File: config.mk
export PLATFORM = sky130hd
export DESIGN_NAME = csc_intr
export DESIGN_NICKNAME = d
export VERILOG_FILES = /design/src/rtl/csc_intr.sv
export SDC_FILE = /design/constraint.sdc
export NUM_CORES = 1
export LEC_CHECK = 0
export BUFFER_PORTS_ARGS = -buffer_cell sky130_fd_sc_hd__buf_2
export CORE_AREA = 4 4 50 52
export CTS_CLUSTER_SIZE = 30
export DETAILED_ROUTE_END_ITERATION = 8
export DIE_AREA = 0 0 54 56
export PLACE_DENSITY_LB_ADDON = 0.12
export SYNTH_ARGS = -nofsm -noshare
export SYNTH_HDL_FRONTEND = slang
export SYNTH_SLANG_ARGS = --single-unit
File: constraint.sdc
create_clock -name clk -period 3.7 [get_ports clk]
set_input_delay 1.11 -clock clk [delete_from_list [all_inputs] [get_ports clk]]
set_output_delay 1.11 -clock clk [all_outputs]
set_load 0.01 [all_outputs]
File: src/rtl/csc_intr.sv
module csc_intr #(
  parameter int SYNC_STAGES = 2
) (
  input  logic       clk,
  input  logic       rst_n,
  input  logic       pin_bvd1,
  input  logic       pin_bvd2,
  input  logic       pin_det_a,
  input  logic       pin_det_b,
  input  logic       pin_wp,
  input  logic       pin_ready,
  input  logic       pin_pwr,
  input  logic [1:0] reg_sel,
  input  logic       reg_wr,
  input  logic       reg_rd,
  input  logic [7:0] reg_wdata,
  output logic [7:0] reg_rdata,
  output logic       irq,
  output logic       card_present
);
  localparam int NPIN = 7;
  localparam int NEV  = 4;
  localparam logic [1:0] SEL_STAT = 2'd0;
  localparam logic [1:0] SEL_CHG  = 2'd1;
  localparam logic [1:0] SEL_EN   = 2'd2;
  localparam logic [1:0] SEL_CTL  = 2'd3;

  logic [NPIN-1:0] raw, live, prev;
  logic [SYNC_STAGES-1:0][NPIN-1:0] sq;
  logic [NEV-1:0] chg, en, ev;
  logic io_mode, clr, pres_now, pres_old;

  assign raw = {pin_pwr, pin_ready, pin_wp, pin_det_b, pin_det_a, pin_bvd2, pin_bvd1};
  assign live = sq[SYNC_STAGES-1];

  always_ff @(posedge clk or negedge rst_n)
    if (!rst_n) begin
      sq   <= '0;
      prev <= '0;
    end else begin
      sq   <= {sq[SYNC_STAGES-2:0], raw};
      prev <= live;
    end

  assign pres_now = live[2] & live[3];
  assign pres_old = prev[2] & prev[3];
  assign card_present = pres_now;

  assign ev[0] = prev[0] & ~live[0];
  assign ev[1] = ~io_mode & prev[1] & ~live[1];
  assign ev[2] = ~io_mode & live[5] & ~prev[5];
  assign ev[3] = pres_now ^ pres_old;

  assign clr = reg_rd && reg_sel == SEL_CHG;

  always_ff @(posedge clk or negedge rst_n)
    if (!rst_n) begin
      chg     <= '0;
      en      <= '0;
      io_mode <= 1'b0;
    end else begin
      chg <= (clr ? '0 : chg) | (ev & en);
      if (reg_wr && reg_sel == SEL_EN)  en      <= reg_wdata[NEV-1:0];
      if (reg_wr && reg_sel == SEL_CTL) io_mode <= reg_wdata[0];
    end

  assign irq = |(chg & en);

  always_comb
    case (reg_sel)
      SEL_STAT: reg_rdata = {1'b0, live};
      SEL_CHG:  reg_rdata = {{(8-NEV){1'b0}}, chg};
      SEL_EN:   reg_rdata = {{(8-NEV){1'b0}}, en};
      default:  reg_rdata = {7'b0, io_mode};
    endcase

  p_clear_on_read_r9: assert property (@(posedge clk) disable iff (!rst_n)
    (clr && (ev & en) == '0) |=> chg == '0);
  p_enabled_only_r7: assert property (@(posedge clk) disable iff (!rst_n)
    1'b1 |=> ((chg & ~$past(chg) & ~$past(en)) == '0));
  p_io_quiet_r6: assert property (@(posedge clk) disable iff (!rst_n)
    io_mode |=> ((chg[2:1] & ~$past(chg[2:1])) == 2'b0));
  p_irq_hold_r8: assert property (@(posedge clk) disable iff (!rst_n)
    (irq && !clr && !reg_wr) |=> irq);
  p_keep_coincident_r10: assert property (@(posedge clk) disable iff (!rst_n)
    (clr && (ev & en) != '0) |=> chg != '0);
endmodule

==> results.txt, run 1 <==
The worst setup path is captured at an output pin. The first routing iteration left 3 violations. In the final layout, the multi-input gates occupy 312 sq um.

The detailed-routing iteration count for the pre-antenna-repair pass came out at 5. The detailed-route wire length per cell came out at 13.8 um. The number of antenna violations at the first check in global routing is 0. The floorplan step set the die width to 54 um. Counting every sink on the clock net gives 28. The most numerous cell type found on the critical path is sky130_fd_sc_hd__buf_2. The filler cell count came out at 172. Buffers inserted to repair hold after CTS numbered 0. The switching part of the total is 23.5%.

Of the synthesized area, sequential elements account for 67.2%. Per report_power, the sequential group accounts for 55.7% of the total. The number of gates resized after CTS was 0. In the final layout, the share of cells above drive strength 1 is 38.9%. Setup repair after global routing left no endpoint under its margin. The clock-pin slew reported for the worst setup and hold paths after clock tree synthesis came out at 0.14 ns. The repair_antennas step left the layout with diodes totalling 0. The compound-cell area share of the yosys netlist is 5.64%. The cell area after technology mapping is 1040 sq um. The most used flip-flop cell after synthesis is sky130_fd_sc_hd__dfrtp_1. The maximum clock frequency came out at 0.323 GHz. Setup violations remaining at the end of the flow were counted as 0. Synthesis inferred 28 register bits. The average vias per placed instance is 4.91. The clock tree buffer depth is 2. Counting flops with a built-in enable in the synthesized netlist gives 0. The number of buffers added for setup after CTS is 0. The routed wire length is 1700 um. In the post-synthesis netlist, the cell with the most instances is sky130_fd_sc_hd__dfrtp_1. The H-tree depth came out at 1.

The placement-stage worst setup slack is 0.600 ns. The maximum clock skew at final layout came out at 0.00525 ns. The critical path data required time is 2.59 ns. The CTS buffer count is 3.

The fraction of synthesized cell area in xor and xnor cells came out at 0.840%. The count of input and output buffers is 25. The net switching power came out at 0.000154 W. The total die area came out at 3020 sq um. Of the available clock period, the critical path in the final layout requires 83.8%. The count of endpoints failing hold in the final timing report is 0. The residual DRC count is 0. The clock insertion delay at the later pin of the skew report came out at 0.32 ns. The actual slew at the worst max-slew pin came out at 0.598 ns. TritonCTS built the clock tree. The largest area contributor in the synthesized netlist is sky130_fd_sc_hd__dfrtp_1. On the critical path, the stage with the largest delay is an instance of sky130_fd_sc_hd__mux4_2. For this run, the post-layout net count is 117. Measured against its own limit, the worst slew margin works out to 60.1%. Of all flip-flops after synthesis, the portion carrying an async set or reset was 100%. The number of global-route vias before repair came out at 645. The share of total power dissipated in the clock network is 30.0%. The arrival time of the worst setup path came out at 1.99 ns. By area the synthesized netlist is led by sky130_fd_sc_hd__dfrtp_1, sky130_fd_sc_hd__mux2_4, sky130_fd_sc_hd__mux2i_1, sky130_fd_sc_hd__nand2_1, sky130_fd_sc_hd__and2_1.

The top cell type's share of synthesized area came out at 67.2%. The final-report max-slew violation count is 0. The number of warning messages in the yosys log is 0. The remaining antenna violation count after routing is 0. The worst-case IR drop observed on VDD is 0.346 mV. After synthesis, the mean cell area works out to 15.1 sq um. The effective utilization at floorplan came out at 49.5%. The leakage power total is 0.619 nW. The power density of the placed cells is 534 nW/um^2. STA classifies the critical path startpoint as an input pin. The total area inside the core boundary comes to 2110 sq um. The distinct cell type count after synthesis came out at 21. The worst hold slack after final layout came out at 0.363 ns. Adding up every negative setup slack in the final design gives 0 ns. The critical path goes through buf_2, mux4_2, buf_2.

Counting instances in the post-synthesis netlist gives the leading cell types as sky130_fd_sc_hd__dfrtp_1, sky130_fd_sc_hd__nand2_1, sky130_fd_sc_hd__and2_1, sky130_fd_sc_hd__mux2_4, sky130_fd_sc_hd__o21ai_0. Synthesis produced a netlist with a net count of 90. The time the worst path needs with I/O delays and setup came out at 3.10 ns.

After routing the design area is 1220 sq um. Entering global routing, the biggest net connects 29 pins. The flow ran to the end, and the final reports show no timing, DRC or antenna violations.

The chip height is 56 um. The first-pass GRT wire length came out at 2930 um. The root buffer cell chosen for the clock tree is sky130_fd_sc_hd__clkbuf_4. Of the total power, combinational logic draws 14.4%. In this run the count of I/O pins placed on the die edge is 31. Cells fill 58.2% of the core in the end.

The critical path's largest stage delay is 0.52 ns. Across the run, the number of max-cap violations was 0. The largest fanout on the critical path came out at 9.

The setup path with the least slack is of type input pin to output pin. Once placement finished, the instance area stood at 1170 sq um. The area share of and/or/nand/nor cells after synthesis is 11.2%. After synthesis, the largest family of logic cells by area is multiplexers.

Multiplexer cells account for 11.9% of the synthesized area. The total grt overflow is 0. The post-synthesis adder-cell area fraction is 0%. The least setup slack across all paths after layout is 0.600 ns. Compared with the post-synthesis result, the final layout area differs by 17.5%. The via count came out at 604. The storage element area is 701 sq um.

The total track usage came out at 13.1%. The path class of the tightest hold or removal check is register to register. The instance count of the mapped netlist is 69. The placer's final routability congestion estimate is 0.733. The cell internal power dissipation came out at 0.000501 W.

The floorplan row count came out at 17.
==> cells in the final DEF (no fill, tap or decap) <==
cell type and instances:
sky130_fd_sc_hd__a21o_1 2, sky130_fd_sc_hd__a22o_1 1, sky130_fd_sc_hd__a22oi_1 2, sky130_fd_sc_hd__and2_1 4, sky130_fd_sc_hd__and2b_2 1, sky130_fd_sc_hd__buf_2 25
sky130_fd_sc_hd__bufinv_16 1, sky130_fd_sc_hd__clkbuf_4 3, sky130_fd_sc_hd__conb_1 1, sky130_fd_sc_hd__dfrtp_1 28, sky130_fd_sc_hd__mux2_2 1, sky130_fd_sc_hd__mux2_4 4
sky130_fd_sc_hd__mux2i_1 3, sky130_fd_sc_hd__mux4_2 1, sky130_fd_sc_hd__nand2_1 7, sky130_fd_sc_hd__nand3_1 1, sky130_fd_sc_hd__nand3b_1 1, sky130_fd_sc_hd__nand3b_4 1
sky130_fd_sc_hd__nor2_1 1, sky130_fd_sc_hd__nor4bb_1 2, sky130_fd_sc_hd__o21ai_0 4, sky130_fd_sc_hd__xnor2_1 1
==> flip-flops by register name (all words and copies together) (netlist names) <==
register	flops
live	7
sq	7
prev	5
chg	4
en	4
io_mode	1
==> critical path: cells and delay by family <==
kind,cells,cell delay (ns)
multiplexers,1,0.52
buffers and inverters,2,0.35
==> kinds of logic (layout without fill, tap and decap cells) <==
kind of cell    count (synthesis)  count (layout)
buf+inv                         3              29
simple gates                   18              18
other cells                     1               1
xor+xnor                        1               1
flops                          28              28
mux                             9               9
compound gates                  9               9
==> power groups by stage <==
stage               Sequential, W  Clock (W)  Combinational (W)
floorplan                0.000362          0          0.0000639
global placement         0.000369          0          0.0000935
detailed placement       0.000370          0          0.0000968
CTS                      0.000365   0.000204          0.0000964
global route             0.000370   0.000217           0.000105
finish                   0.000364   0.000196          0.0000940
==> layout make-up <==
cell class	instances	share of cell area, %
Sequential cell	28	57.2
Multi-Input combinational cell	38	25.4
Timing Repair Buffer	25	10.2
Tap cell	28	2.86
Clock inverter	1	2.45
Clock buffer	3	1.84
==> path summary, 6_finish.rpt <==
check / startpoint / endpoint / slack [ns] / cells after the start
setup / recovery: reg_sel[1] / reg_rdata[0] / 0.60 / 3
hold / removal: sq[0] / live[0] / 0.36 / 0
setup reg to reg: live[3] / chg[3] / 2.73 / 3
hold reg to reg: sq[0] / live[0] / 0.36 / 0
max in group asynchronous: rst_n / sq[1] / 2.54 / 1
min in group asynchronous: rst_n / en[3] / 0.76 / 1
==> through the flow <==
| step | power (W) | std cells |
|---|---|---|
| floorplan | 0.000425 | 69 |
| global placement | 0.000462 | 119 |
| detailed placement | 0.000467 | 119 |
| CTS | 0.000666 | 123 |
| global route | 0.000692 | 123 |
| finish | 0.000654 | 123 |
==> routing by layer <==
layer | track usage (%) | part of all wire [%] | wire length, um
met1 | 17.2 | 42 | 719
met2 | 20.6 | 48 | 820
met3 | 5.36 | 8.7 | 148
met4 | 2.14 | 0.41 | 7
met5 | 0 | 0 | 0
Note: power is estimated with default switching activity, not from simulation.
==> inputs of run 2 (changes only) <==
--- a/config.mk
+++ b/config.mk
@@ -6,10 +6,10 @@
 export NUM_CORES = 1
 export LEC_CHECK = 0
 export BUFFER_PORTS_ARGS = -buffer_cell sky130_fd_sc_hd__buf_2
-export CORE_AREA = 4 4 50 52
+export CORE_AREA = 4 4 52 54
 export CTS_CLUSTER_SIZE = 30
 export DETAILED_ROUTE_END_ITERATION = 8
-export DIE_AREA = 0 0 54 56
+export DIE_AREA = 0 0 56 58
 export PLACE_DENSITY_LB_ADDON = 0.12
 export SYNTH_ARGS = -nofsm -noshare
 export SYNTH_HDL_FRONTEND = slang
==> constraint.sdc (replaced) <==
create_clock -name clk -period 3.2 [get_ports clk]
set_input_delay 0.96 -clock clk [delete_from_list [all_inputs] [get_ports clk]]
set_output_delay 0.96 -clock clk [all_outputs]
set_load 0.01 [all_outputs]
==> results.txt, run 2 (synthesized netlist as in run 1, its figures left out) <==
For hold timing, the worst endpoint is live[0]. The residual DRC count is 0 (unchanged). The power density of the placed cells came out at 569 nW/um^2 (+6.6%). The number of buffers added to fix hold violations after cts is 0 (unchanged). The peak supply drop was 0.319 mV (-7.7%).

The diode insertion count for antenna repair came out at 0 (unchanged). The effective utilization at floorplan is 47.1% (-2.4 points). The count of endpoints failing hold in the final timing report is 0 (unchanged). The cell type of the slowest stage on the worst timing path is sky130_fd_sc_hd__mux4_2.

The filler cell count is 189 (+9.9%). The via count came out at 613 (+1.5%). The clock-pin slew reported for the worst setup and hold paths after clock tree synthesis came out at 0.13 ns (about the same). The master cell of the clock root buffer is sky130_fd_sc_hd__clkbuf_4. The total area of multi-input combinational cells is 312 sq um (unchanged). The largest fanout on the critical path is 9 (unchanged). The first-pass GRT wire length came out at 2900 um (-1.2%). STA classifies the critical path startpoint as an input pin. The leakage power total was 0.613 nW (-1.1%). The number of global-route vias before repair came out at 642 (-0.47%).

The H-tree depth came to 1 (unchanged). Leaving out fill and tap cells, the most frequent cells in the layout are sky130_fd_sc_hd__dfrtp_1, sky130_fd_sc_hd__buf_2, sky130_fd_sc_hd__nand2_1. The total track usage is 11.4% (-1.7 points). The worst min-delay path category is register to register. The critical path data required time is 2.24 ns (-0.35 ns). The placement-stage worst setup slack is 0.396 ns (-0.205 ns). The count of input and output buffers came out at 25 (unchanged). The chip height is 58 um (+3.6%). The pin count of the biggest net entering global routing came out at 29 (unchanged). The most numerous cell type found on the critical path is sky130_fd_sc_hd__buf_2.

Walking the worst path, the cells encountered are buf_2, mux4_2, buf_2. The detailed-routing iteration count for the pre-antenna-repair pass is 4 (-1). The total die area came out at 3250 sq um (+7.4%). The die width came out at 56 um (+3.7%). The CTS buffer count came out at 3 (unchanged).

The detailed-route wire length per cell came out at 12.8 um (-7.1%). The share of layout cells above drive strength 1 is 38.9% (unchanged). The number of resized instances in the post-cts repair step is 0 (unchanged). The register-to-register path setup slack is 2.21 ns (-0.52 ns). Setup repair after global routing left no endpoint under its margin. The least setup slack across all paths after layout came out at 0.406 ns (-0.194 ns). The number of buffers added for setup after CTS is 0 (unchanged). The actual slew at the worst max-slew pin came out at 0.590 ns (-0.00813 ns). The storage element area was 701 sq um (unchanged). The portion of the clock cycle consumed by the worst path in the final layout is 87.3%.

The maximum clock frequency came out at 0.358 GHz. The area growth from synthesis to layout is 16.0%. The CTS tree is done.

The number of antenna violations at the first check in global routing came out at 0 (unchanged). The beginning of the worst hold path is sq[0]. The worst setup path is of the input pin to output pin kind. The HPWL after detailed placement came out at 1140 um.

In this run the critical register-to-register path is captured at chg[3]. The initial DRC count is 10 (+7). The count of nets after finishing came out at 117 (unchanged).

The clock tree buffer depth was 2 (unchanged). The path depth of the worst reg2reg path is 3 (unchanged). The cell depth of the worst min-delay path is 0 (unchanged). The core region area came out at 2210 sq um (+5.1%). The total grt overflow came out at 0 (unchanged). The final-report max-slew violation count is 0 (unchanged). The number of violations of the max-capacitance limit came out at 0 (unchanged). The arrival time of the worst setup path is 1.83 ns (-0.16 ns).

The sum of negative setup slack is 0 ns (unchanged). The number of endpoints failing setup at the final stage is 0 (unchanged). The critical path's largest stage delay came out at 0.52 ns (about the same).

The type of destination of the critical path is an output pin. The remaining antenna violation count after routing is 0 (unchanged). The floorplan row count came to 17 (unchanged). The relative slew slack came out at 60.7% (+0.54 points).

The time the worst path needs with I/O delays and setup came out at 2.79 ns. The post-route core utilization came out at 54.6% (-3.5 points). The number of primary I/O pins was 31 (unchanged). The worst register-to-register path begins at live[3]. The average vias per placed instance came out at 4.98 (+1.5%). The flow ran to the end, and the final reports show no timing, DRC or antenna violations.

The number of sinks on the clock net came out at 28 (unchanged). The routed wire length came out at 1570 um (-7.1%). The clock insertion delay at the later pin of the skew report is 0.31 ns (about the same). The commonest non-fill, non-tap cell in the layout is sky130_fd_sc_hd__dfrtp_1. The placer's final routability congestion estimate is 0.793 (+8.2%). The maximum clock skew at final layout is 0.00244 ns (-0.00281 ns).
-- run 2: changes by cell type in the layout (fill, tap and decap cells not counted), sizes merged --
cell,previous run,this run
clkbuf,3,4
bufinv,1,0
-- run 2: worst max-delay path: cells and delay by family --
| kind | cells | cell delay [ns] |
|---|---|---|
| buf+inv | 2 | 0.35 |
| mux | 1 | 0.52 |
-- run 2: metal layers --
metal | global-route usage (%) | vias up | part of all wire [%]
met2 | 17.2 | 20 | 46
met3 | 3.12 | 2 | 7.9
li1 | - | 290 | -
met4 | 6.10 | 0 | 1.6
met5 | 0 | - | 0
met1 | 15.1 | 301 | 45
-- run 2: worst max-delay path by stage --
stage                     startpoint  slack (ns)            to  cells past startpoint
after floorplan           reg_sel[1]        0.65  reg_rdata[0]                      2
after global placement    reg_sel[1]        0.42  reg_rdata[0]                      3
final                     reg_sel[1]        0.41  reg_rdata[0]                      3
after global routing      reg_sel[1]        0.36  reg_rdata[0]                      3
after detailed placement  reg_sel[1]        0.40  reg_rdata[0]                      3
after CTS                 reg_sel[1]        0.39  reg_rdata[0]                      3
-- run 2: power by group --
group	internal, W	switching, W	leakage, nW	total, W
clock network	0.0000694	0.0000913	0.0210	0.000161
registers	0.000391	0.0000283	0.328	0.000420
logic	0.0000609	0.0000468	0.263	0.000108
total	0.000522	0.000166	0.613	0.000688
-- run 2: cell type report --
cell class	instances	area share, %
clock buffers	4	3.00
flip-flops and latches	28	58.0
repair buffers	25	10.4
well taps	28	2.90
multi-input cells	38	25.8
-- run 2: per-stage QoR --
stage	cells	hold slack, ns	total power (W)	area, sq um
after detailed placement	119	0.335	0.000536	1170
after global placement	119	0.332	0.000533	1170
final	123	0.364	0.000688	1210
after global routing	123	0.370	0.000730	1210
after floorplan	69	0.331	0.000492	1040
after CTS	123	0.367	0.000699	1210
==> inputs of run 3 (changes only) <==
--- a/config.mk
+++ b/config.mk
@@ -6,10 +6,11 @@
 export NUM_CORES = 1
 export LEC_CHECK = 0
 export BUFFER_PORTS_ARGS = -buffer_cell sky130_fd_sc_hd__buf_2
-export CORE_AREA = 4 4 52 54
+export CORE_AREA = 4 4 50 52
+export CTS_BUF_LIST = sky130_fd_sc_hd__clkbuf_8
 export CTS_CLUSTER_SIZE = 30
 export DETAILED_ROUTE_END_ITERATION = 8
-export DIE_AREA = 0 0 56 58
+export DIE_AREA = 0 0 54 56
 export PLACE_DENSITY_LB_ADDON = 0.12
 export SYNTH_ARGS = -nofsm -noshare
 export SYNTH_HDL_FRONTEND = slang
==> results.txt, run 3 (synthesized netlist as in run 1, its figures left out) <==
The clock insertion delay at the later pin of the skew report is 0.27 ns (-0.04 ns). The residual DRC count was 0 (unchanged). The HPWL after detailed placement is 1300 um (+13%). The H-tree depth was 1 (unchanged). The flow ran to the end, and the final reports show no timing, DRC or antenna violations.

The effective utilization at floorplan is 49.5% (+2.4 points). The power density of the placed cells is 645 nW/um^2 (+13%). The diode insertion count for antenna repair is 0 (unchanged). The die width came out at 54 um (-3.6%). The peak supply drop is 0.460 mV (+44%). The placement-stage worst setup slack is 0.405 ns (+0.00910 ns). The clock tree buffer depth came out at 2 (unchanged). The floorplan row count was 17 (unchanged). The number of sinks on the clock net was 28 (unchanged). The maximum clock frequency is 0.359 GHz (+0.27%). The placer's final routability congestion estimate came to 0.733 (-7.5%). The sum of negative setup slack is 0 ns (unchanged). The total grt overflow came out at 0 (unchanged). The number of endpoints failing setup at the final stage was 0 (unchanged).

The number of violations of the max-capacitance limit is 0 (unchanged). The first-pass GRT wire length came out at 2950 um (+1.9%). The routed wire length came out at 1780 um (+13%). The number of resized instances in the post-cts repair step was 0 (unchanged). The total die area was 3020 sq um (-6.9%). The path depth of the worst reg2reg path is 3 (unchanged).

The arrival time of the worst setup path is 1.83 ns (about the same). The area overhead of the layout relative to synthesis came out at 19.3%. The critical path data required time is 2.24 ns (about the same). The least setup slack across all paths after layout came out at 0.414 ns (+0.00762 ns).

The relative slew slack came out at 60.3% (-0.40 points). The worst setup path is captured at an output pin. The top cell types in the final layout, fill and taps aside, are sky130_fd_sc_hd__dfrtp_1, sky130_fd_sc_hd__buf_2, sky130_fd_sc_hd__nand2_1. The actual slew at the worst max-slew pin is 0.596 ns (+0.00607 ns). The master cell of the clock root buffer is sky130_fd_sc_hd__clkbuf_8. Setup repair after global routing left no endpoint under its margin. The type of origin of the critical path is an input pin. The leakage power total came to 0.627 nW (+2.4%).

The core region area is 2110 sq um (-4.8%). The number of primary I/O pins came out at 31 (unchanged). The chip height is 56 um (-3.4%).

The number of buffers added to fix hold violations after cts came to 0 (unchanged). The total design power came to 0.000802 W (+17%). The cell depth of the worst min-delay path is 0 (unchanged).

The count of nets after finishing was 117 (unchanged). The count of endpoints failing hold in the final timing report was 0 (unchanged). The maximum clock skew at final layout was 0.00162 ns (-0.000816 ns). The average vias per placed instance came out at 4.80 (-3.6%). The count of input and output buffers is 25 (unchanged). The total track usage came out at 13.5% (+2.1 points). The detailed-routing iteration count for the pre-antenna-repair pass came to 4 (unchanged).

The final-report max-slew violation count is 0 (unchanged). The register-to-register path setup slack came out at 2.22 ns (about the same). The initial DRC count came to 11 (+1).

The CTS tree is done. The filler cell count is 188 (-0.53%). The worst min-delay path category is register to register. The portion of the clock cycle consumed by the worst path in the final layout came out at 87.1% (-0.24 points).

The largest fanout on the critical path came out at 9 (unchanged). The library cell used most frequently in the layout, excluding fill and tap cells, is sky130_fd_sc_hd__dfrtp_1. The via count is 591 (-3.6%). The pin count of the biggest net entering global routing is 29 (unchanged). The number of antenna violations at the first check in global routing came out at 0 (unchanged). The time the worst path needs with I/O delays and setup came out at 2.79 ns (-0.00762 ns). The share of layout cells above drive strength 1 is 38.9% (unchanged). The detailed-route wire length per cell is 14.5 um (+13%). The CTS buffer count came out at 3 (unchanged).

The number of global-route vias before repair was 654 (+1.9%). The type of the worst setup path is input pin to output pin. The number of buffers added for setup after CTS is 0 (unchanged). The clock-pin slew reported for the worst setup and hold paths after clock tree synthesis came out at 0.09 ns (-0.04 ns). The remaining antenna violation count after routing came out at 0 (unchanged).
## run 3: changes by cell type in the layout (fill, tap and decap cells not counted)
cell                        previous run  this run
sky130_fd_sc_hd__clkbuf_4              3         0
sky130_fd_sc_hd__clkbuf_8              1         3
sky130_fd_sc_hd__bufinv_16             0         1
## run 3: final timing paths
path | startpoint | endpoint
max | reg_sel[1] | reg_rdata[0]
min reg2reg | sq[2] | live[2]
min | sq[2] | live[2]
min in group asynchronous | rst_n | chg[3]
max in group asynchronous | rst_n | sq[6]
max reg2reg | live[3] | chg[3]
## run 3: per-layer routing
metal,track usage [%],vias to the layer above,share of wire (%)
met1,16.8,284,43
met3,5.09,0,7.8
met2,22.3,20,49
met4,2.14,0,0
li1,-,287,-
met5,0,-,0
## run 3: final cells by class
class	instances	area, sq um	share of cell area [%]
tap	28	35.0	2.82
timing repair buffer	25	125	10.1
multi-input combinational	38	312	25.1
clock inverter	1	30.0	2.41
sequential	28	701	56.3
clock buffer	3	41.3	3.32
## run 3: where the power goes
part	switching, W	internal [W]	total, W
combinational	0.0000483	0.0000609	0.000109
sequential	0.0000307	0.000391	0.000422
clock	0.000103	0.000167	0.000271
total	0.000182	0.000620	0.000802
## run 3: worst max-delay path, stage by stage
cell,delay [ns]
sky130_fd_sc_hd__buf_2,0.20
sky130_fd_sc_hd__mux4_2,0.51
sky130_fd_sc_hd__buf_2,0.15
## run 3: metrics by stage
step | hold slack, ns | instances | util (%) | area, sq um
after floorplan | 0.331 | 69 | - | 1040
after global placement | 0.331 | 119 | 55.7 | 1170
after detailed placement | 0.336 | 119 | 55.7 | 1170
after CTS | 0.358 | 123 | 59.1 | 1240
after global routing | 0.367 | 123 | 59.1 | 1240
final | 0.353 | 123 | 59.1 | 1240
